`config.mk`:
```
export PLATFORM = sky130hd
export DESIGN_NAME = cop_lmem_dma
export DESIGN_NICKNAME = d
export VERILOG_FILES = /design/src/rtl/cop_lmem_dma_pkg.sv /design/src/rtl/cop_lmem_dma_chk.sv /design/src/rtl/cop_lmem_dma_eng.sv /design/src/rtl/cop_lmem_dma.sv
export SDC_FILE = /design/constraint.sdc
export NUM_CORES = 1
export LEC_CHECK = 0
export BUFFER_PORTS_ARGS = -buffer_cell sky130_fd_sc_hd__buf_2
export CORE_UTILIZATION = 53
export CTS_CLUSTER_DIAMETER = 200
export DETAILED_ROUTE_END_ITERATION = 10
export GPL_ROUTABILITY_DRIVEN = 0
export PLACE_DENSITY = 0.94
export SYNTH_ARGS = -nofsm -noshare
export SYNTH_HDL_FRONTEND = slang
export SYNTH_SLANG_ARGS = --single-unit
```
`constraint.sdc`:
```
create_clock -name clk -period 8.1 [get_ports clk]
set_input_delay 0.81 -clock clk [delete_from_list [all_inputs] [get_ports clk]]
set_output_delay 0.81 -clock clk [all_outputs]
set_load 0.01 [all_outputs]
```
`src/rtl/cop_lmem_dma_pkg.sv`:
```
package cop_lmem_dma_pkg;
   localparam int DATA_W   = 32;
   localparam int WORD_LG  = 2;

   typedef enum logic {
      DIR_TO_LOCAL = 1'b0,
      DIR_TO_MAIN  = 1'b1
   } dir_e;

   localparam logic [2:0] OFS_LOC      = 3'd0;
   localparam logic [2:0] OFS_MAIN     = 3'd1;
   localparam logic [2:0] OFS_GO_LOCAL = 3'd2;
   localparam logic [2:0] OFS_GO_MAIN  = 3'd3;
   localparam logic [2:0] OFS_STAT     = 3'd4;
   localparam logic [2:0] OFS_BUSY     = 3'd5;
endpackage

```
`src/rtl/cop_lmem_dma_chk.sv`:
```
module cop_lmem_dma_chk
   import cop_lmem_dma_pkg::*;
#(
   parameter int          MAIN_AW    = 29,
   parameter int          BANK_AW    = 12,
   parameter int unsigned MAIN_BYTES = 32'h0080_0000,
   localparam int         CNT_W      = BANK_AW - 1
) (
   input  logic [MAIN_AW-1:0] main_i,
   input  logic [BANK_AW-1:0] loc_off_i,
   input  logic [BANK_AW-1:0] len_i,
   output logic               ok_o,
   output logic [CNT_W-1:0]   words_o
);
   localparam longint unsigned SPAN = 64'd1 << MAIN_AW;

   logic [BANK_AW:0]   nbytes;
   logic [BANK_AW+1:0] span_end;
   logic               in_range;
   logic               fits;
   logic               aligned;

   assign nbytes   = {1'b0, len_i} + 1'b1;
   assign span_end = {1'b0, nbytes} + {2'b00, loc_off_i};
   assign fits     = span_end <= (BANK_AW+2)'(64'd1 << BANK_AW);
   assign aligned  = (nbytes[WORD_LG-1:0] == '0) && (main_i[WORD_LG-1:0] == '0)
                     && (loc_off_i[WORD_LG-1:0] == '0);

   generate
      if (SPAN - 64'd1 <= 64'(MAIN_BYTES)) begin : g_range_open
         assign in_range = 1'b1;
      end else begin : g_range_cmp
         assign in_range = 32'(main_i) <= MAIN_BYTES;
      end
   endgenerate

   assign ok_o    = in_range && fits && aligned;
   assign words_o = nbytes[BANK_AW:WORD_LG];
endmodule

```
`src/rtl/cop_lmem_dma_eng.sv`:
```
module cop_lmem_dma_eng
   import cop_lmem_dma_pkg::*;
#(
   parameter int MW_W  = 27,
   parameter int LW_W  = 11,
   parameter int BW_W  = 10,
   parameter int CNT_W = 11
) (
   input  logic              clk,
   input  logic              rst_n,
   input  logic              launch_i,
   input  dir_e              dir_i,
   input  logic [MW_W-1:0]   mw_i,
   input  logic [LW_W-1:0]   lw_i,
   input  logic [CNT_W-1:0]  cnt_i,
   output logic              busy_o,
   output logic [MW_W-1:0]   mm_addr_o,
   output logic              mm_we_o,
   output logic [DATA_W-1:0] mm_wdata_o,
   input  logic [DATA_W-1:0] mm_rdata_i,
   output logic [LW_W-1:0]   lm_addr_o,
   output logic              lm_we_o,
   output logic [DATA_W-1:0] lm_wdata_o,
   input  logic [DATA_W-1:0] lm_rdata_i
);
   logic             busy_q;
   dir_e             dir_q;
   logic [MW_W-1:0]  mptr_q;
   logic [LW_W-1:0]  lptr_q;
   logic [CNT_W-1:0] rem_q;

   always_ff @(posedge clk) begin
      if (!rst_n) begin
         busy_q <= 1'b0;
         dir_q  <= DIR_TO_LOCAL;
         mptr_q <= '0;
         lptr_q <= '0;
         rem_q  <= '0;
      end else if (busy_q) begin
         mptr_q <= mptr_q + 1'b1;
         lptr_q <= lptr_q + 1'b1;
         rem_q  <= rem_q - 1'b1;
         if (rem_q == CNT_W'(1)) busy_q <= 1'b0;
      end else if (launch_i) begin
         busy_q <= 1'b1;
         dir_q  <= dir_i;
         mptr_q <= mw_i;
         lptr_q <= lw_i;
         rem_q  <= cnt_i;
      end
   end

   assign busy_o     = busy_q;
   assign mm_addr_o  = mptr_q;
   assign lm_addr_o  = lptr_q;
   assign mm_we_o    = busy_q && (dir_q == DIR_TO_MAIN);
   assign lm_we_o    = busy_q && (dir_q == DIR_TO_LOCAL);
   assign mm_wdata_o = lm_rdata_i;
   assign lm_wdata_o = mm_rdata_i;

   // both pointers advance together, one word per busy cycle
   a_r2_walk: assert property (@(posedge clk) disable iff (!rst_n)
      busy_q |=> !busy_q || (lptr_q == $past(lptr_q) + 1'b1 && mptr_q == $past(mptr_q) + 1'b1));
   // a running copy never leaves its bank
   a_r5_same_bank: assert property (@(posedge clk) disable iff (!rst_n)
      busy_q |=> !busy_q || $stable(lptr_q[LW_W-1:BW_W]));
   // busy ends right after the last word
   a_r3_done: assert property (@(posedge clk) disable iff (!rst_n)
      (busy_q && rem_q == CNT_W'(1)) |=> !busy_q);
endmodule

```
`src/rtl/cop_lmem_dma.sv`:
```
module cop_lmem_dma
   import cop_lmem_dma_pkg::*;
#(
   parameter int          MAIN_AW    = 29,
   parameter int          LOCAL_AW   = 13,
   parameter int          BANK_AW    = 12,
   parameter int unsigned MAIN_BYTES = 32'h0080_0000
) (
   input  logic                      clk,
   input  logic                      rst_n,
   input  logic                      cfg_we,
   input  logic [2:0]                cfg_addr,
   input  logic [DATA_W-1:0]         cfg_wdata,
   input  logic [2:0]                rd_addr,
   output logic [DATA_W-1:0]         rd_data,
   output logic [MAIN_AW-WORD_LG-1:0]  mm_addr,
   output logic                      mm_we,
   output logic [DATA_W-1:0]         mm_wdata,
   input  logic [DATA_W-1:0]         mm_rdata,
   output logic [LOCAL_AW-WORD_LG-1:0] lm_addr,
   output logic                      lm_we,
   output logic [DATA_W-1:0]         lm_wdata,
   input  logic [DATA_W-1:0]         lm_rdata
);
   localparam int MW_W  = MAIN_AW - WORD_LG;
   localparam int LW_W  = LOCAL_AW - WORD_LG;
   localparam int BW_W  = BANK_AW - WORD_LG;
   localparam int CNT_W = BANK_AW - 1;

   generate
      if (MAIN_AW > DATA_W || MAIN_AW <= WORD_LG) begin : g_bad_main
         $error("MAIN_AW out of range");
      end
      if (BANK_AW >= LOCAL_AW || BANK_AW <= WORD_LG + 1) begin : g_bad_bank
         $error("BANK_AW must be below LOCAL_AW and above the word size");
      end
   endgenerate

   logic [LOCAL_AW-1:0] loc_q;
   logic [MAIN_AW-1:0]  main_q;
   logic [BANK_AW-1:0]  len_q;
   logic                err_q;
   logic                busy;
   logic                start_req;
   logic                chk_ok;
   logic [CNT_W-1:0]    words;
   logic                launch;
   logic                reject;
   logic                err_clr;
   dir_e                dir_req;
   logic                unused_cfg;

   assign start_req = cfg_we && (cfg_addr == OFS_GO_LOCAL || cfg_addr == OFS_GO_MAIN);
   assign dir_req   = (cfg_addr == OFS_GO_MAIN) ? DIR_TO_MAIN : DIR_TO_LOCAL;
   assign launch    = start_req && !busy && chk_ok;
   assign reject    = start_req && !busy && !chk_ok;
   assign err_clr   = cfg_we && (cfg_addr == OFS_STAT) && cfg_wdata[1];
   assign unused_cfg = ^cfg_wdata;

   always_ff @(posedge clk) begin
      if (!rst_n) begin
         loc_q  <= '0;
         main_q <= '0;
         len_q  <= '0;
         err_q  <= 1'b0;
      end else begin
         if (cfg_we && cfg_addr == OFS_LOC)  loc_q  <= cfg_wdata[LOCAL_AW-1:0];
         if (cfg_we && cfg_addr == OFS_MAIN) main_q <= cfg_wdata[MAIN_AW-1:0];
         if (start_req && !busy)             len_q  <= cfg_wdata[BANK_AW-1:0];
         if (reject)                         err_q  <= 1'b1;
         else if (err_clr)                   err_q  <= 1'b0;
      end
   end

   cop_lmem_dma_chk #(
      .MAIN_AW   (MAIN_AW),
      .BANK_AW   (BANK_AW),
      .MAIN_BYTES(MAIN_BYTES)
   ) u_chk (
      .main_i   (main_q),
      .loc_off_i(loc_q[BANK_AW-1:0]),
      .len_i    (cfg_wdata[BANK_AW-1:0]),
      .ok_o     (chk_ok),
      .words_o  (words)
   );

   cop_lmem_dma_eng #(
      .MW_W (MW_W),
      .LW_W (LW_W),
      .BW_W (BW_W),
      .CNT_W(CNT_W)
   ) u_eng (
      .clk       (clk),
      .rst_n     (rst_n),
      .launch_i  (launch),
      .dir_i     (dir_req),
      .mw_i      (main_q[MAIN_AW-1:WORD_LG]),
      .lw_i      (loc_q[LOCAL_AW-1:WORD_LG]),
      .cnt_i     (words),
      .busy_o    (busy),
      .mm_addr_o (mm_addr),
      .mm_we_o   (mm_we),
      .mm_wdata_o(mm_wdata),
      .mm_rdata_i(mm_rdata),
      .lm_addr_o (lm_addr),
      .lm_we_o   (lm_we),
      .lm_wdata_o(lm_wdata),
      .lm_rdata_i(lm_rdata)
   );

   always_comb begin
      case (rd_addr)
         OFS_LOC:      rd_data = DATA_W'(loc_q);
         OFS_MAIN:     rd_data = DATA_W'(main_q);
         OFS_GO_LOCAL,
         OFS_GO_MAIN:  rd_data = DATA_W'(len_q);
         OFS_STAT:     rd_data = DATA_W'({err_q, busy});
         OFS_BUSY:     rd_data = DATA_W'(busy);
         default:      rd_data = '0;
      endcase
   end

   // a rejected start never raises busy and always flags
   a_r6_reject: assert property (@(posedge clk) disable iff (!rst_n)
      (start_req && !busy && !chk_ok) |=> (!busy && err_q));
   // the flag holds unless explicitly cleared
   a_r7_sticky: assert property (@(posedge clk) disable iff (!rst_n)
      (err_q && !err_clr) |=> err_q);
   // a start while busy leaves the flag alone
   a_r8_ignored: assert property (@(posedge clk) disable iff (!rst_n)
      (start_req && busy) |=> $stable(err_q));
   // busy only rises from an accepted start
   a_r3_rise: assert property (@(posedge clk) disable iff (!rst_n)
      $rose(busy) |-> $past(launch));
endmodule

```
==> summary.md <==
| Metric | Value |
|---|---|
| Clock sinks | `106` |
| Hold wc startpoint | `len_q[10]` |
| Peak supply drop | `0.1094 mV` |
| Starting DRT DRC Count | `848` |
| Max Clk Rate | `209.5 MHz` |
| Combinational share of power | `0.117` |
| Share of power burned in registers | `0.475` |
| CTS root buffer | `clkbuf_16` |
| Net load switching power | `312.0 uW` |
| Startpoint Class | `input pin` |
| Final number of hold-violating endpoints | `0` |
| Most frequent cells in the layout | `nand2_1 (157), dfxtp_1 (106), buf_2 (106)` |
| DRT antenna net count | `0` |
| Die ar. | `13090 um^2` |
| Largest net degree at the start of global routing | `85` |
| WL final | `19470 um` |
| IO buf count | `106` |
| Crit share post-route | `0.5892` |
| Ys async rst share | `0` |
| RSZ-0062 raised after global routing | `false` |
| Total GRT Usage | `0.2992` |
| Clk_skew | `0.006287 ns` |
| CP required | `8.35 ns` |
| Library cells used by synthesis | `65` |
| CTS tree | `yes` |
| Setup TNS Final | `0 ns` |
| Yosys reg bits | `106` |
| Number of flops mapped to enable cells by yosys | `0` |
| Max stage delay on crit path | `0.69 ns` |
| Cell Pwr Density | `160.8 nW/um^2` |
| Sw Share | `0.2719` |
| Vias in the first global route | `6193` |
| Worst Hold Class | `flip-flop to flip-flop` |
| Final-stage net count | `1027` |
| Die Span X | `114.4 um` |
| Max_cap viols | `0` |
| Syn-to-layout area delta | `6.558%` |
| CP Capture Type | `flip-flop` |
| WP data arrival | `5.02 ns` |
| Final setup viols | `0` |
| Fraction of layout cells with a size suffix above 1 | `0.1562` |
| DRC | `0` |
| CP max FO | `26` |
| Yosys warning count | `0` |
| R2r endpoint | `u_eng.rem_q[1]` |
| Crit. Startpoint | `cfg_wdata[2]` |
| Vias/cell | `6.265` |
| H-tree levels | `3` |
| Final Critical Period | `4.773 ns` |
| Leak | `0.002848 uW` |
| CP max-delay cell | `o21ai_2` |
| Congestion Overflow GR | `0` |
| Critical path class | `input pin to flip-flop` |
| Detailed Place HPWL | `13440 um` |
| Most common cell after layout, fill and taps aside | `nand2_1` |
| Drt pass-1 iters | `7` |
| Post-CTS setup buffer count | `0` |
| Run status | `complete, no violations` |
| Syn_area_per_cell | `7.490 um^2` |
| I/O Pins | `241` |
| Initial Utilization | `0.5506` |
| Hold Slack | `0.4607 ns` |
| Hold Crit Depth | `2` |
| Endpoint, Worst Hold | `len_q[10]` |
| Via count | `6754` |
| Clock transition at path regs | `0.07 ns` |
| Relative slew slack | `0.3335` |
| Wire per inst | `18.06 um` |
| Initial antenna violation count | `1` |
| Post-CTS Hold Buffers | `0` |
| First-pass GRT wire length | `30820 um` |
| Skew-Pair Late Insertion Delay | `0.36 ns` |
| Sequential cell area | `2122 um^2` |
| Clock power frac | `0.408` |
| Synth Instances | `894` |
| Fill cells | `1086` |
| CTS Buf Count | `9` |
| Area occupied by multi-input gates | `3795 um^2` |
| Critical R2R Launch | `loc_q[0]` |
| Reg2Reg Setup Slack | `3.90 ns` |
| Maximum clock path buffer count | `2` |
| Core area | `12160 um^2` |
| Critical path, cell by cell | `buf_2 -> and3_1 -> and3_1 -> nand3_1 -> xnor2_1 -> ha_1 -> a21oi_1 -> nand2_1 -> o21ai_1 -> mux2i_1 -> a2111oi_4 -> o21ai_2 -> buf_4 -> nand2_1 -> o311ai_0` |
| Cell Rows | `40` |
| Top_reg_cell synth | `dfxtp_1` |
| Worst R2R Path Depth | `12` |
| Cell Area, Synth | `6696 um^2` |
| Die Y | `114.4 um` |
| Worst-margin pin slew | `0.9960 ns` |
| Pins over their slew limit | `0` |
| Post-cts resize count | `0` |
| Seq/Total Area, Yosys | `0.3169` |
| Internal | `835.5 uW` |
-- metrics by stage --
stage | utilization | worst slack, ns | cells | cell area (um^2) | power [uW]
floorplan | - | 4.243 | 896 | 6704 | 675.0
detailed placement | 0.5604 | 3.060 | 1061 | 6815 | 685.9
global placement | 0.5604 | 3.141 | 1061 | 6815 | 681.3
CTS | 0.5865 | 3.427 | 1077 | 7133 | 1144
global route | 0.5865 | 2.908 | 1077 | 7133 | 1182
finish | 0.5867 | 3.327 | 1078 | 7136 | 1148
-- worst max path at each step --
stage                     cells past startpoint            endpoint  slack [ns]
after CTS                                    15      u_eng.rem_q[1]        3.43
after global routing                         15      u_eng.rem_q[1]        2.91
after detailed placement                     15      u_eng.rem_q[1]        3.06
after floorplan                              13  u_eng.mm_addr_o[9]        4.24
after global placement                       14      u_eng.rem_q[1]        3.14
final                                        15      u_eng.rem_q[1]        3.33
-- worst max-delay path, delay by kind of cell --
| family | cells | cell delay, ns |
|---|---|---|
| AO/OA/AOI/OAI | 5 | 1.56 |
| XOR/XNOR | 1 | 0.26 |
| adder cells (fa/ha/maj) | 1 | 0.35 |
| buffers and inverters | 2 | 0.59 |
| multiplexers | 1 | 0.45 |
| AND/OR/NAND/NOR | 5 | 1.00 |
-- state kept, by name (all words and copies together) (netlist names) --
signal / count
len_q: 12
u_eng.rem_q: 11
u_eng.mm_addr_o: 27
u_eng.dir_q: 1
u_eng.lm_addr_o: 11
main_q: 29
loc_q: 13
u_eng.busy_o: 1
err_q: 1
-- synthesized netlist by cell type, drive strengths merged (3+ instances only) --
| cell type | n | share of area |
|---|---|---|
| nand2 | 157 | 0.088 |
| dfxtp | 106 | 0.32 |
| a21oi | 105 | 0.078 |
| buf | 79 | 0.085 |
| nor2 | 62 | 0.035 |
| nand3 | 45 | 0.034 |
| clkbuf | 38 | 0.021 |
| inv | 26 | 0.015 |
| o21ai | 22 | 0.017 |
| and2 | 21 | 0.020 |
| a31oi | 18 | 0.017 |
| and3 | 17 | 0.016 |
| ha | 17 | 0.032 |
| o211ai | 17 | 0.019 |
| xnor2 | 17 | 0.022 |
| mux2i | 15 | 0.022 |
| nor3 | 11 | 0.0082 |
| nand4 | 9 | 0.0084 |
| xor2 | 9 | 0.012 |
| nand2b | 8 | 0.0075 |
| o32a | 8 | 0.012 |
| a211oi | 6 | 0.0067 |
| a21o | 6 | 0.0067 |
| o221a | 6 | 0.010 |
| a22oi | 5 | 0.0056 |
| nor4 | 5 | 0.0047 |
| and4 | 4 | 0.0052 |
| nand3b | 4 | 0.0045 |
| nor3b | 4 | 0.0045 |
| o21a | 4 | 0.0045 |
| o22a | 4 | 0.0052 |
| or3 | 4 | 0.0037 |
| a311oi | 3 | 0.0049 |
| nor2b | 3 | 0.0028 |
-- cells by family (layout without fill, tap and decap cells) --
group | after synthesis | in the layout | share of synthesized area
compound gates | 223 | 223 | 0.2167
xor+xnor | 26 | 26 | 0.03401
fa+ha+maj | 18 | 18 | 0.03475
buf+inv | 143 | 156 | 0.1207
flops | 106 | 106 | 0.3169
mux | 15 | 15 | 0.02242
other cells | 1 | 4 | 0.0005600
simple gates | 362 | 362 | 0.2539
-- power groups by stage --
stage | registers, uW | logic (uW) | clock network [uW]
after global placement | 556 | 125 | 0
after global routing | 546 | 145 | 490
after CTS | 544 | 131 | 469
after detailed placement | 557 | 129 | 0
after floorplan | 553 | 122 | 0
final | 545 | 134 | 468
-- final cells by class --
cell class / instances / share of cell area
Antenna cell: 1 / 0.0003507
Clock buffer: 10 / 0.03349
Clock inverter: 6 / 0.01105
Inverter: 26 / 0.01368
Multi-Input combinational cell: 647 / 0.5318
Sequential cell: 106 / 0.2974
Tap cell: 168 / 0.02946
Timing Repair Buffer: 114 / 0.08276
-- metal layers --
layer,vias up,global-route usage,share of wire
met3,86,0.07782,0.12
met2,494,0.4590,0.45
li1,3089,-,-
met1,3085,0.3861,0.39
met5,-,0,0
met4,0,0.1567,0.039
(Power assumes the default switching activity.)
